<file path="src/rtl/hcirq_pkg.sv">
package hcirq_pkg;
   localparam int STS_OVERRUN = 0;
   localparam int STS_DONE_WB = 1;
   localparam int STS_SOF     = 2;
   localparam int STS_RESUME  = 3;
   localparam int STS_UNIMPL  = 4;
   localparam int STS_FRM_OVF = 5;
   localparam int STS_RH_CHG  = 6;
   localparam int STS_OWNER   = 30;
   localparam int EN_MASTER   = 31;

   localparam logic [31:0] STS_IMPL = 32'h4000_006F;
   localparam logic [31:0] EN_IMPL  = 32'hC000_006F;
endpackage

</file>
<file path="src/rtl/hcirq_status.sv">
module hcirq_status
   import hcirq_pkg::*;
#(
   parameter int DATA_W  = 32,
   parameter int FRAME_W = 16
) (
   input  logic              clk,
   input  logic              rst_n,
   input  logic [DATA_W-1:0] hw_set,
   input  logic              frm_msb,
   input  logic              sw_clr_we,
   input  logic [DATA_W-1:0] sw_clr,
   output logic [DATA_W-1:0] status
);
   logic              msb_prev;
   logic              msb_flip;
   logic [DATA_W-1:0] set_all;
   logic [DATA_W-1:0] clr_eff;
   logic [DATA_W-1:0] sts_q;

   assign msb_flip = frm_msb ^ msb_prev;

   always_comb begin
      set_all = hw_set;
      set_all[STS_FRM_OVF] = msb_flip;
      set_all = set_all & STS_IMPL;
      clr_eff = sw_clr_we ? sw_clr : '0;
   end

   always_ff @(posedge clk) begin
      if (!rst_n) begin
         sts_q    <= '0;
         msb_prev <= 1'b0;
      end else begin
         sts_q    <= (sts_q & ~clr_eff) | set_all;
         msb_prev <= frm_msb;
      end
   end

   assign status = sts_q;

   AST_STICKY_HOLD: assert property (@(posedge clk) disable iff (!rst_n)
      !sw_clr_we |=> ((status & $past(status)) == $past(status)));
   AST_SET_BEATS_CLR: assert property (@(posedge clk) disable iff (!rst_n)
      hw_set[STS_SOF] |=> status[STS_SOF]);
   AST_FRAME_FLIP: assert property (@(posedge clk) disable iff (!rst_n)
      msb_flip |=> status[STS_FRM_OVF]);
endmodule

</file>
<file path="src/rtl/hcirq_enable.sv">
module hcirq_enable
   import hcirq_pkg::*;
#(
   parameter int DATA_W = 32
) (
   input  logic              clk,
   input  logic              rst_n,
   input  logic              set_we,
   input  logic              clr_we,
   input  logic [DATA_W-1:0] wdata,
   output logic [DATA_W-1:0] en_mask
);
   logic [DATA_W-1:0] en_q;
   logic [DATA_W-1:0] on_bits;
   logic [DATA_W-1:0] off_bits;

   assign on_bits  = set_we ? (wdata & EN_IMPL) : '0;
   assign off_bits = clr_we ? (wdata & EN_IMPL) : '0;

   always_ff @(posedge clk) begin
      if (!rst_n) en_q <= '0;
      else        en_q <= (en_q | on_bits) & ~off_bits;
   end

   assign en_mask = en_q;

   AST_EN_SET: assert property (@(posedge clk) disable iff (!rst_n)
      (set_we && !clr_we) |=> ((en_mask & $past(wdata & EN_IMPL)) == $past(wdata & EN_IMPL)));
   AST_EN_CLR: assert property (@(posedge clk) disable iff (!rst_n)
      clr_we |=> ((en_mask & $past(wdata & EN_IMPL)) == '0));
endmodule

</file>
<file path="src/rtl/hcirq_gate.sv">
module hcirq_gate
   import hcirq_pkg::*;
#(
   parameter int DATA_W   = 32,
   parameter bit REG_OUT  = 1'b1
) (
   input  logic              clk,
   input  logic              rst_n,
   input  logic [DATA_W-1:0] status,
   input  logic [DATA_W-1:0] en_mask,
   output logic              irq
);
   logic want;

   assign want = en_mask[EN_MASTER] &
                 (|(status & en_mask & ~(DATA_W'(1) << EN_MASTER)));

   generate
      if (REG_OUT) begin : g_reg
         logic irq_q;
         always_ff @(posedge clk) begin
            if (!rst_n) irq_q <= 1'b0;
            else        irq_q <= want;
         end
         assign irq = irq_q;

         AST_MASTER_GATE: assert property (@(posedge clk) disable iff (!rst_n)
            !en_mask[EN_MASTER] |=> !irq);
      end else begin : g_comb
         assign irq = want;
      end
   endgenerate
endmodule

</file>
<file path="src/rtl/hcirq_unit.sv">
module hcirq_unit
   import hcirq_pkg::*;
#(
   parameter int          ADDR_W   = 8,
   parameter int          DATA_W   = 32,
   parameter int          FRAME_W  = 16,
   parameter logic [7:0]  OFS_STS  = 8'h0C,
   parameter logic [7:0]  OFS_ENS  = 8'h10,
   parameter logic [7:0]  OFS_ENC  = 8'h14,
   parameter bit          REG_OUT  = 1'b1
) (
   input  logic               clk,
   input  logic               rst_n,
   input  logic               reg_wr,
   input  logic [ADDR_W-1:0]  reg_addr,
   input  logic [DATA_W-1:0]  reg_wdata,
   output logic [DATA_W-1:0]  reg_rdata,
   input  logic               ev_overrun,
   input  logic               ev_done_wb,
   input  logic               ev_sof,
   input  logic               ev_resume,
   input  logic               ev_rh_change,
   input  logic               ev_owner,
   input  logic [FRAME_W-1:0] frame_num,
   output logic               irq
);
   localparam int OVF_BIT = FRAME_W - 1;

   if (DATA_W != 32) begin : g_chk_w
      $error("hcirq_unit: DATA_W must be 32");
   end
   if (ADDR_W < 5) begin : g_chk_a
      $error("hcirq_unit: ADDR_W too small for offsets");
   end
   if (FRAME_W < 2) begin : g_chk_f
      $error("hcirq_unit: FRAME_W must be at least 2");
   end

   logic              hit_sts, hit_ens, hit_enc;
   logic [DATA_W-1:0] hw_set;
   logic [DATA_W-1:0] status;
   logic [DATA_W-1:0] en_mask;

   assign hit_sts = (reg_addr == ADDR_W'(OFS_STS));
   assign hit_ens = (reg_addr == ADDR_W'(OFS_ENS));
   assign hit_enc = (reg_addr == ADDR_W'(OFS_ENC));

   always_comb begin
      hw_set = '0;
      hw_set[STS_OVERRUN] = ev_overrun;
      hw_set[STS_DONE_WB] = ev_done_wb;
      hw_set[STS_SOF]     = ev_sof;
      hw_set[STS_RESUME]  = ev_resume;
      hw_set[STS_RH_CHG]  = ev_rh_change;
      hw_set[STS_OWNER]   = ev_owner;
   end

   hcirq_status #(.DATA_W(DATA_W), .FRAME_W(FRAME_W)) u_sts (
      .clk       (clk),
      .rst_n     (rst_n),
      .hw_set    (hw_set),
      .frm_msb   (frame_num[OVF_BIT]),
      .sw_clr_we (reg_wr & hit_sts),
      .sw_clr    (reg_wdata),
      .status    (status)
   );

   hcirq_enable #(.DATA_W(DATA_W)) u_en (
      .clk     (clk),
      .rst_n   (rst_n),
      .set_we  (reg_wr & hit_ens),
      .clr_we  (reg_wr & hit_enc),
      .wdata   (reg_wdata),
      .en_mask (en_mask)
   );

   hcirq_gate #(.DATA_W(DATA_W), .REG_OUT(REG_OUT)) u_gate (
      .clk     (clk),
      .rst_n   (rst_n),
      .status  (status),
      .en_mask (en_mask),
      .irq     (irq)
   );

   always_comb begin
      if (hit_sts)                reg_rdata = status;
      else if (hit_ens | hit_enc) reg_rdata = en_mask;
      else                        reg_rdata = '0;
   end

   AST_EVENT_LATCH: assert property (@(posedge clk) disable iff (!rst_n)
      ev_owner |=> status[STS_OWNER]);
   AST_OTHER_OFS_ZERO: assert property (@(posedge clk) disable iff (!rst_n)
      !(hit_sts | hit_ens | hit_enc) |-> (reg_rdata == '0));
endmodule

</file>
<file path="config.mk">
export PLATFORM = sky130hd
export DESIGN_NAME = hcirq_unit
export DESIGN_NICKNAME = d
export VERILOG_FILES = /design/src/rtl/hcirq_pkg.sv /design/src/rtl/hcirq_status.sv /design/src/rtl/hcirq_enable.sv /design/src/rtl/hcirq_gate.sv /design/src/rtl/hcirq_unit.sv
export SDC_FILE = /design/constraint.sdc
export NUM_CORES = 1
export LEC_CHECK = 0
export ABC_AREA = 1
export BUFFER_PORTS_ARGS = -buffer_cell sky130_fd_sc_hd__buf_4
export CAP_MARGIN = 20
export CORE_UTILIZATION = 48
export CTS_BUF_LIST = sky130_fd_sc_hd__clkbuf_2 sky130_fd_sc_hd__clkbuf_4 sky130_fd_sc_hd__clkbuf_8
export CTS_CLUSTER_SIZE = 28
export DETAILED_ROUTE_END_ITERATION = 16
export PLACE_DENSITY = 0.78
export SETUP_SLACK_MARGIN = 0.4
export SLEW_MARGIN = 30
export SYNTH_ARGS = -nofsm -noshare
export SYNTH_HDL_FRONTEND = slang
export SYNTH_SLANG_ARGS = --single-unit
</file>
<file path="constraint.sdc">
create_clock -name clk -period 1.6 [get_ports clk]
set_input_delay 0.4 -clock clk [delete_from_list [all_inputs] [get_ports clk]]
set_output_delay 0.4 -clock clk [all_outputs]
set_load 0.005 [all_outputs]
</file>
# Yosys cells after proc, flatten, opt, wreduce, memory -nomap -nowiden
# Index checks and enable logic that the tools add are counted.
[classes] eq_ne=3 n_mux=5 bitwise=13 reduce_logical=1
[op_table] op="$mux W32" count=5
[op_table] op="$and A32 B32 Y32" count=2
[op_table] op="$not A32 Y32" count=2
[op_table] op="$or A32 B31 Y32" count=1
[op_table] op="$or A32 B32 Y32" count=1
[op_table] op="$and A31 B31 Y31" count=1
[op_table] op="$reduce_or A31 Y1" count=1
[op_table] op="$eq A8 B5 Y1 const B" count=2
[op_table] op="$eq A8 B4 Y1 const B" count=1
[op_table] op="$and A1 B1 Y1" count=4
[op_table] op="$or A1 B1 Y1" count=1
[op_table] op="$xor A1 B1 Y1" count=1
[word_totals] register_bits=66 in_bits=65 out_inout_bits=33

# Longest topological paths before layout
[depth] ltp_word=6 mapped_depth=10 mapped_depth_nobuf=7

# Cells and area by module
# From an unflattened synthesis, not the netlist that was laid out.
[hier_totals] hier_cells=385 hier_area_um2=2389.8
[by_module_without_submodules] module="hcirq_status" instances=1 cells_each=118 area_each_um2=1044.8
[by_module_without_submodules] module="hcirq_unit" instances=1 cells_each=135 area_each_um2=598.1
[by_module_without_submodules] module="hcirq_enable" instances=1 cells_each=68 area_each_um2=489.2
[by_module_without_submodules] module="hcirq_gate" instances=1 cells_each=64 area_each_um2=257.7

# Least setup slack after synthesis
# OpenSTA, ideal clock, no wires.
[synth_timing] path_kind="input-to-output" from="input port reg_addr[1]" to="output port reg_rdata[2]" t_arrival_ns=1.141 required_time_ns=1.200 slack_ns=0.059 stages=6 n_path_buf=1 path_cell_list="nor2_1 -> nand2_1 -> nor2_1 -> buf_4 -> inv_1 -> o21ai_1"
[synth_between] elab_chain_cells=4
[synth_lines] element="start: declaration" line_no="hcirq_unit.sv:15" source="input logic [ADDR_W-1:0] reg_addr,"
[synth_lines] element="$eq A8 B5 Y1, on equally long branches" line_no="hcirq_unit.sv:45, hcirq_unit.sv:46"
[synth_lines] element="$or A1 B1 Y1" line_no="hcirq_unit.sv:87" source="else if (hit_ens | hit_enc) reg_rdata = en_mask;"
[synth_lines] element="$mux W32" line_no="hcirq_unit.sv:87"
[synth_lines] element="$mux W32 *" line_no="hcirq_unit.sv:86" source="if (hit_sts) reg_rdata = status;"
[synth_lines] element="end: declaration" line_no="hcirq_unit.sv:17" source="output logic [DATA_W-1:0] reg_rdata,"
# Every way passes the cells marked *; elsewhere a longest branch is shown, timed or not.

# Worst setup path in the final report
[layout_timing] from="input port reg_addr[5]" to="output port reg_rdata[2]"
# Same word-level chain as after synthesis.

==> metrics.md <==
| Metric | Value |
|---|---|
| Status | `complete, but fails checks` |
| Failing checks | `setup timing` |
| Area Growth Syn to Fin | `58.5%` |
| Inserted Clock Buffers | `5` |
| Peak VDD IR | `0.000573 V` |
| CTS H-Tree Depth | `2` |
| Share of power burned in the clock network | `35.9%` |
| DP HPWL | `3.83 mm` |
| Crit path capture type | `primary output` |
| Slew Limit Fails | `0` |
| Data required, critical path | `1.20 ns` |
| Crit path DAT | `1.29 ns` |
| Tot Pwr | `roughly 0.0020 W` |
| Die ar. | `between 0.004 and 0.005 sq mm` |
| Sink Count | `42` |
| YS warnings | `0` |
| Number of setup violations in the final report | `33` |
| Post-route setup TNS | `-1.21 ns` |
| FF+latch count, synth | `42` |
| Most common cell after layout, fill and taps aside | `buf_4` |
| Netlist cell types | `25` |
| Layout cells sized above 1 | `a little under half` |
| Setup ws final | `-0.0945 ns` |
| Syn_area_per_cell | `7.11 sq um` |
| Residual DRC count | `0` |
| Syn Std Cell Area | `roughly 0.0022 sq mm` |
| Clock slew seen by the registers of the worst setup and hold paths | `approximately 0.08 ns` |
| Sequential area share after synthesis | `38.8%` |
| Initial antenna violation count | `0` |
| Setup crit start kind | `primary input` |
| WHS | `0.297 ns` |
| Worst Hold Class | `primary input to register` |
| Post-Route WL | `5.92 mm` |
| Starting DRC count in detailed routing | `~110` |
| CP cell instances | `buf_8, nor2_4, nand2_4, nor2_8, buf_6, buf_12, nand2_2, o21ai_2, buf_4` |
| Dpl cells | `439` |
| Die Height | `69.2 microns` |
| Drt via density | `a little over 5` |
| Iteration count of the initial detailed-routing pass | `4` |
| Comb pwr share | `11.0%` |
| Max Root-Sink Buffers | `2` |
| Internal power | `0.00154 W` |
| Final nets | `470` |
| Routability Congestion | `between 0.8 and 0.9` |
| Layout Skew | `0.00255 ns` |
| P_sw | `0.000480 W` |
| Routed Antenna Nets | `0` |
| First-pass GRT wire length | `around 9.6 mm` |
| Buffers on Ports | `82` |
| Critical path type | `primary input to primary output` |
| Switching part of the total | `23.8%` |
| Period utilisation layout | `106%` |
| Fin crit period | `1.69 ns` |
| CP max stage cell | `nor2_8` |
| Tot GR Track Use | `24.9%` |
| RSZ-0062 raised after global routing | `yes` |
| Final Hold Viols | `0` |
| Pwr/cell area | `587 mW/mm^2` |
| Hold buffer count at CTS | `0` |
| Grt ovf | `0` |
| Leakage power | `approximately 1.6 nW` |
| Via Count | `2,315` |
| Reg power frac | `53.2%` |
| Clk_lat worst skew | `0.29 ns` |
| Final Util | `78.9%` |
| Antenna cells | `0` |
| # IOs | `98` |
| Synth Instances | `305` |
| Root Buffer | `clkbuf_8` |
| TritonCTS clock tree | `done` |
| Starting Density | `49.8%` |
| CP peak stage delay | `0.15 ns` |
| Least-Margin Pin Slew | `0.507 ns` |
| Fin cells | `458` |
| Number of global-route vias before repair | `2,224` |
| Syn Nets | `370` |
| Most frequent cells in the layout | `77 x buf_4, 69 x inv_1, 45 x nand3_1, 42 x dfxtp_1, 33 x nand2_1` |
| FILL cells | `between 300 and 400` |
| Die width | `just under 70 microns` |
| Total of max-cap violations | `0` |
| CP Max Fanout | `7` |
| Rel. slew slack | `about two thirds` |
| FMAX | `between 500 and 600 MHz` |
| Largest net degree at the start of global routing | `28` |
| Avg WL per Cell | `12.9 microns` |
| Core area | `0.00435 sq mm` |
| Standard-cell rows | `24` |
layout make-up:
type / count / area, sq um / share of cell area [%]
clock buffers: 7 / 90.1 / 2.62
clock inverters: 1 / 5.00 / 0.146
inverters: 72 / 280 / 8.16
multi-input cells: 173 / 1150 / 33.6
flip-flops and latches: 42 / 841 / 24.5
well taps: 52 / 65.1 / 1.89
repair buffers: 111 / 1000 / 29.1
through the flow:
stage | setup slack, ns | instance area, sq um
after detailed placement | -0.111 | 3000
after global routing | -0.136 | 3430
after floorplan | 0.127 | 2300
final | -0.0945 | 3430
after CTS | -0.0823 | 3420
after global placement | -0.0999 | 3000
state kept, by name (all words and copies together), names as in the netlist:
register / count
u_en.en_mask: 8
u_gate.irq: 1
u_sts.msb_prev: 1
u_sts.status: 32
metal layers:
layer,track usage (%),vias to the layer above,routed length (microns)
met1,27.2,1081,2490
met2,46.2,89,3090
li1,-,1139,-
met4,10.7,0,56
met3,4.94,6,288
met5,0,-,0
synthesized netlist by cell type:
master	n	area, sq um
inv_2	2	7.51
o22ai_1	2	12.5
buf_1	2	7.51
a21oi_1	9	45.0
nor2_2	1	6.26
buf_12	3	60.1
nand3_1	47	235
nand3b_1	1	7.51
o21ai_0	1	5.00
clkbuf_1	3	11.3
nand2_1	38	143
xnor2_1	1	8.76
nand4_1	8	50.1
buf_2	8	40.0
inv_1	70	263
nor2_1	37	139
dfxtp_1	42	841
a22o_1	1	8.76
buf_4	1	7.51
nand2_2	1	6.26
nand3_2	20	200
buf_6	1	11.3
nor2_8	1	20.0
nand2_4	1	11.3
o21ai_1	4	20.0
critical path, delay by kind of cell:
family                 cells  cell delay (ns)
AOI/OAI and AO/OA          1             0.06
buffers and inverters      4             0.46
and+or+nand+nor            4             0.38
power by group through the flow:
stage	registers (W)	clock network [W]	logic (W)
5_1_grt	0.00107	0.000774	0.000237
4_1_cts	0.00107	0.000732	0.000218
6_report	0.00107	0.000724	0.000221
3_5_place_dp	0.00109	0	0.000208
3_3_place_gp	0.00109	0	0.000204
2_1_floorplan	0.00109	0	0.0000814
logic make-up (layout without fill, tap and decap cells):
kind of cell / count (synthesis) / after routing / share of synthesized area, %
xor+xnor: 1 / 1 / 0.404
compound gates: 17 / 17 / 4.21
simple gates: 155 / 155 / 37.8
flops: 42 / 42 / 38.8
buf+inv: 90 / 191 / 18.8
timing repair:
item | in CTS | in global routing
setup buffers | 9 | 1
cloned | 1 | 0
pin swaps | 7 | 1
gates resized for setup | 59 | 2
setup endpoints to repair | 56 | 68
final timing paths:
kind | endpoint | cells past startpoint | startpoint | slack [ns]
worst max-delay path | reg_rdata[2] | 9 | reg_addr[5] | -0.09
worst max register to register | u_gate.irq | 4 | u_en.en_mask[1] | 0.74
worst min-delay path | u_sts.msb_prev | 3 | frame_num[15] | 0.30
worst min register to register | u_sts.status[9] | 2 | u_sts.status[9] | 0.45
(Power assumes the default switching activity.)
